`src/rtl/unstick_pkg.sv`:
```
package unstick_pkg;

    typedef enum logic [2:0] {
        ST_IDLE      = 3'd0,
        ST_PULSE_LO  = 3'd1,
        ST_PULSE_HI  = 3'd2,
        ST_STOP_SCL  = 3'd3,
        ST_STOP_SDA  = 3'd4,
        ST_STOP_RISE = 3'd5,
        ST_STOP_REL  = 3'd6
    } unstick_state_e;

    // Line drive and phase-length selection for one state
    typedef struct packed {
        logic scl_low;
        logic sda_low;
        logic active;
        logic use_high;
    } drive_t;

    function automatic drive_t drive_of(unstick_state_e s);
        drive_t d;
        d = '0;
        case (s)
            ST_PULSE_LO:  begin d.scl_low = 1'b1; d.active = 1'b1; end
            ST_PULSE_HI:  begin d.active = 1'b1; d.use_high = 1'b1; end
            ST_STOP_SCL:  begin d.scl_low = 1'b1; d.active = 1'b1; end
            ST_STOP_SDA:  begin d.scl_low = 1'b1; d.sda_low = 1'b1; d.active = 1'b1; end
            ST_STOP_RISE: begin d.sda_low = 1'b1; d.active = 1'b1; d.use_high = 1'b1; end
            ST_STOP_REL:  begin d.active = 1'b1; d.use_high = 1'b1; end
            default:      d = '0;
        endcase
        return d;
    endfunction

endpackage

```
`src/rtl/unstick_timer.sv`:
```
module unstick_timer #(
    parameter int TW = 4
) (
    input  logic          clk,
    input  logic          rst,
    input  logic          restart,
    input  logic          tick,
    input  logic [TW-1:0] limit,
    output logic          expire
);
    logic [TW-1:0] cnt;

    assign expire = tick && (cnt == limit);

    always_ff @(posedge clk) begin
        if (rst || restart)
            cnt <= '0;
        else if (tick)
            cnt <= cnt + 1'b1;
    end
endmodule

```
`src/rtl/unstick_fsm.sv`:
```
module unstick_fsm
    import unstick_pkg::*;
#(
    parameter int MAX_PULSES = 8
) (
    input  logic           clk,
    input  logic           rst,
    input  logic           go,
    input  logic           sda_in,
    input  logic           scl_in,
    input  logic           expire,
    output unstick_state_e state,
    output unstick_state_e state_nxt,
    output logic           restart,
    output logic           done,
    output logic           failed
);
    localparam int CW = $clog2(MAX_PULSES + 1);
    localparam logic [CW-1:0] LAST = CW'(MAX_PULSES - 1);

    logic [CW-1:0] pulses;
    logic done_set, fail_set, clr, pulse_inc;

    always_comb begin
        state_nxt = state;
        done_set  = 1'b0;
        fail_set  = 1'b0;
        clr       = 1'b0;
        pulse_inc = 1'b0;
        case (state)
            ST_IDLE: begin
                if (go) begin
                    clr = 1'b1;
                    if (sda_in && scl_in)
                        done_set = 1'b1;
                    else if (sda_in)
                        state_nxt = ST_STOP_SCL;
                    else
                        state_nxt = ST_PULSE_LO;
                end
            end
            ST_PULSE_LO: if (expire) state_nxt = ST_PULSE_HI;
            ST_PULSE_HI: begin
                if (expire) begin
                    if (sda_in) begin
                        state_nxt = ST_STOP_SCL;
                    end else if (pulses == LAST) begin
                        state_nxt = ST_IDLE;
                        done_set  = 1'b1;
                        fail_set  = 1'b1;
                    end else begin
                        state_nxt = ST_PULSE_LO;
                        pulse_inc = 1'b1;
                    end
                end
            end
            ST_STOP_SCL:  if (expire) state_nxt = ST_STOP_SDA;
            ST_STOP_SDA:  if (expire) state_nxt = ST_STOP_RISE;
            ST_STOP_RISE: if (expire) state_nxt = ST_STOP_REL;
            ST_STOP_REL: begin
                if (expire) begin
                    state_nxt = ST_IDLE;
                    done_set  = 1'b1;
                end
            end
            default: state_nxt = ST_IDLE;
        endcase
    end

    assign restart = (state_nxt != state);

    always_ff @(posedge clk) begin
        if (rst) begin
            state  <= ST_IDLE;
            pulses <= '0;
            done   <= 1'b0;
            failed <= 1'b0;
        end else begin
            state  <= state_nxt;
            if (clr)
                pulses <= '0;
            else if (pulse_inc)
                pulses <= pulses + 1'b1;
            done   <= done_set | (done & ~clr);
            failed <= fail_set | (failed & ~clr);
        end
    end
endmodule

```
`src/rtl/unstick_drive.sv`:
```
module unstick_drive
    import unstick_pkg::*;
(
    input  logic           clk,
    input  logic           rst,
    input  unstick_state_e state_nxt,
    output logic           scl_drive_low,
    output logic           sda_drive_low,
    output logic           busy
);
    drive_t nxt_d;

    assign nxt_d = drive_of(state_nxt);

    always_ff @(posedge clk) begin
        if (rst) begin
            scl_drive_low <= 1'b0;
            sda_drive_low <= 1'b0;
            busy          <= 1'b0;
        end else begin
            scl_drive_low <= nxt_d.scl_low;
            sda_drive_low <= nxt_d.sda_low;
            busy          <= nxt_d.active;
        end
    end
endmodule

```
`src/rtl/i2c_unstick_seq.sv`:
```
module i2c_unstick_seq
    import unstick_pkg::*;
#(
    parameter int TW         = 4,
    parameter int MAX_PULSES = 8
) (
    input  logic          clk,
    input  logic          rst,
    input  logic          recover_go,
    input  logic          sda_in,
    input  logic          scl_in,
    input  logic          tick,
    input  logic [TW-1:0] lo_ticks,
    input  logic [TW-1:0] hi_ticks,
    output logic          scl_drive_low,
    output logic          sda_drive_low,
    output logic          busy,
    output logic          recover_done,
    output logic          recover_failed
);
    unstick_state_e state, state_nxt;
    logic           restart, expire;
    logic [TW-1:0]  limit;
    drive_t         cur_d;

    assign cur_d = drive_of(state);
    assign limit = cur_d.use_high ? hi_ticks : lo_ticks;

    unstick_timer #(.TW(TW)) u_timer (
        .clk     (clk),
        .rst     (rst),
        .restart (restart),
        .tick    (tick),
        .limit   (limit),
        .expire  (expire)
    );

    unstick_fsm #(.MAX_PULSES(MAX_PULSES)) u_fsm (
        .clk       (clk),
        .rst       (rst),
        .go        (recover_go),
        .sda_in    (sda_in),
        .scl_in    (scl_in),
        .expire    (expire),
        .state     (state),
        .state_nxt (state_nxt),
        .restart   (restart),
        .done      (recover_done),
        .failed    (recover_failed)
    );

    unstick_drive u_drive (
        .clk           (clk),
        .rst           (rst),
        .state_nxt     (state_nxt),
        .scl_drive_low (scl_drive_low),
        .sda_drive_low (sda_drive_low),
        .busy          (busy)
    );
endmodule

```
`config.mk`:
```
export PLATFORM = sky130hd
export DESIGN_NAME = i2c_unstick_seq
export DESIGN_NICKNAME = d
export VERILOG_FILES = /design/src/rtl/unstick_pkg.sv /design/src/rtl/unstick_timer.sv /design/src/rtl/unstick_fsm.sv /design/src/rtl/unstick_drive.sv /design/src/rtl/i2c_unstick_seq.sv
export SDC_FILE = /design/constraint.sdc
export NUM_CORES = 1
export LEC_CHECK = 0
export BUFFER_PORTS_ARGS = -buffer_cell sky130_fd_sc_hd__buf_2
export CAP_MARGIN = 20
export CORE_MARGIN = 10
export CORE_UTILIZATION = 40
export DETAILED_ROUTE_END_ITERATION = 10
export PLACE_DENSITY = 0.58
export REMOVE_ABC_BUFFERS = 1
export SETUP_SLACK_MARGIN = 0.02
export SLEW_MARGIN = 0
export SYNTH_ARGS = -nofsm -noshare
export SYNTH_HDL_FRONTEND = slang
export SYNTH_SLANG_ARGS = --single-unit
```
`constraint.sdc`:
```
create_clock -name clk -period 3.76 [get_ports clk]
set_input_delay 0.564 -clock clk [delete_from_list [all_inputs] [get_ports clk]]
set_output_delay 0.564 -clock clk [all_outputs]
set_load 0.005 [all_outputs]
```
==> results.md <==
- Status: complete, no violations
- IO Count: 19
- Tot GR Track Use: 8.84%
- Number of global-route vias before repair: 805
- Starting Density: between 40 and 50%
- Relative slew margins: between 60 and 70%
- Die extent in x: ~70 um
- Yosys warnings: 0
- First-pass GRT wire length: 3650 um
- Post-synth ARST share: 0%
- Global route hottest layer: met2
- WL final: 2240 um
- NumNets Final: 155
- Via Count: 912
- Core Area: approximately 2300 um2
- Setup violators final: 0
- GR Overflow Total: 0
- Post-cts resize count: 0
- Cell taking the most area after synthesis: dfxtp_1
- Synthesized area: 991 um2
- Post-route cell area: between 1000 and 1500 um2
- CTS tree: built
- Clk slew on worst S/H paths: around 0.1 ns
- Final TNS setup: 0 ns
- Area of the multi-input gates: 619 um2
- Largest net degree at the start of global routing: 16
- GP Congestion: 0.820
- Worst Hold Class: reg -> reg
- CP arrival: approximately 3.2 ns
- Placed instance count: between 150 and 200
- Post-synthesis cell count: 121
- WS Path Type: reg -> reg
- Seq/Total Area, Yosys: 32.3%
- Final HPWL DP: approximately 1800 um
- Total area of sequential cells: roughly 320 um2
- Final Cycle Share: 78.9%
- DP Area: 1090 um2
- Register bit total from synthesis: 16
- Met1 GRT Util: under 10%
- CTS root buf: clkbuf_4
- Final core occ: around half
- Slew @ Worst Pin: 0.533 ns
- MaxCap Viol Count: 0
- PwrDens: 359 nW/um2
- Met2 Use GR: 15.1%
- Clock buffer depth: 2
- DRT Pass-1 Iters: 5
- Drc violations: 0
- Port bufs: 18
- 1st-iter DRT viols: 38
- Area grow syn2layout: 12.4%
- Core Rows: 17
- Critical Path End Type: flop
- Synth area leaders: dfxtp_1 (32%), nor2_1 (6.4%), xnor2_1 (5.3%)
- Die Y: 69.8 um
- Initial antenna violation count: 0
- CTS Buf Count: 3
- Peak supply drop: 0.186 mV
- Clk sinks: 16
- CTS H-Tree Depth: 1
- Die footprint: 4870 um2
- Clock skew: approximately 0.012 ns
- Antenna Cells: 0
- Unrepaired setup endpoints after global routing: false
- Nature of the critical path startpoint: flop
- CP Max Fanout: 14
- Synth cell types: 43
- Final Non-Filler Cells: between 150 and 200
- Synthesized area per cell: about 8.2 um2
- Max Clk Rate: around 0.34 GHz
- Final Max Tran Viols: 0
- GR Layer Usage met3: roughly 3.6%
- Fillers: 221
- Share of cells above drive strength 1: 19.7%
- Final Hold Vio Count: 0
- Share of the synthesized area in the top cell type: between 30% and 40%
- Hold Buf Count CTS: 0
- EDFF count, synth: 0
- Routed Antenna Nets: 0
- Top FF cell, synth: dfxtp_1
- CP required: 3.96 ns
- Worst skew pair latency: 0.29 ns
- Vias per cell: 5.53
- Leakage: ~0.47 nW
- Tmin final: 2.97 ns
- Post-CTS Setup Inserts: 0
- DR WL/cell: 13.6 um
[layer usage]
metal	part of all wire [%]	wire (um)
met1	43	973
met2	48	1090
met3	6.8	152
met4	1.3	29
met5	0	0
[cells in the mapped netlist (2+ instances only)]
cell	n
nor2_1	17
a211o_1	2
nand3b_1	3
nor2b_1	5
nand2b_1	2
ha_1	2
xnor2_1	6
a21oi_1	8
a211oi_1	2
inv_1	5
clkbuf_1	2
nor3_1	2
dfxtp_1	16
mux2i_1	5
and3_1	2
o21ai_0	2
buf_2	2
nand2_1	9
or3_1	4
a21o_1	2
[worst max-delay path, stage by stage, from the launching register on]
cell	delay, ns
dfxtp_1	0.57
and2b_1	0.31
nor2_1	0.22
mux2i_1	0.25
xnor2_1	0.09
or3_1	0.61
or3_1	0.44
a31o_1	0.26
o32ai_1	0.13
[cells by family (layout without fill, tap and decap cells)]
family          after synthesis  in the layout  synth area share (%)
fa+ha+maj                     2              2                  2.52
simple gates                 52             52                  27.9
compound gates               28             28                  20.6
buf+inv                      11             27                  5.18
flops                        16             16                  32.3
xor+xnor                      6              6                  5.30
mux                           6              6                  6.19
[cell usage in the layout (no fill, tap or decap), types with 2 or more instances in the layout]
master and instances:
nand3b_1 3, dfxtp_1 16, nor2b_1 5, nand2b_1 2, nand2_1 9, or3_1 4
a211o_1 2, buf_2 18, nor3_1 2, inv_1 5, o21ai_0 2, ha_1 2
a21oi_1 8, a21o_1 2, clkbuf_4 3, mux2i_1 5, and3_1 2, nor2_1 17
a211oi_1 2, xnor2_1 6
[report_power, final]
part           internal, mW  switching (mW)
Sequential            0.181          0.0177
Clock                0.0372          0.0524
Combinational        0.0557          0.0550
[worst paths after layout]
path / to / startpoint / cells after the start / slack [ns]
setup / recovery: u_drive.busy$_SDFF_PP0_ / u_fsm.state[0]$_SDFF_PP0_ / 8 / 0.79
hold / removal: u_fsm.done$_SDFF_PP0_ / u_fsm.done$_SDFF_PP0_ / 2 / 0.46
setup reg to reg: u_drive.busy$_SDFF_PP0_ / u_fsm.state[0]$_SDFF_PP0_ / 8 / 0.79
hold reg to reg: u_fsm.done$_SDFF_PP0_ / u_fsm.done$_SDFF_PP0_ / 2 / 0.46
[layout make-up]
class                   instances  area share [%]
multi-input cells              94            55.6
well taps                      28            3.15
flip-flops and latches         16            28.8
inverters                       5            1.69
repair buffers                 19            8.76
clock buffers                   3            2.02
[registers in the layout (all words and copies together) (netlist names)]
name and count:
u_drive.busy 1, u_drive.scl_drive_low 1, u_drive.sda_drive_low 1, u_fsm.done 1
u_fsm.failed 1, u_fsm.pulses 4, u_fsm.state 3, u_timer.cnt 4
[per-stage QoR]
step                      hold WS, ns  total power [mW]  setup WS (ns)
after floorplan                 0.442             0.277           1.13
after global placement          0.456             0.314          0.883
after detailed placement        0.451             0.314          0.818
after CTS                       0.475             0.405          0.807
after global routing            0.514             0.424          0.615
final                           0.464             0.399          0.795
No activity file was read; power rests on OpenSTA's default activity.
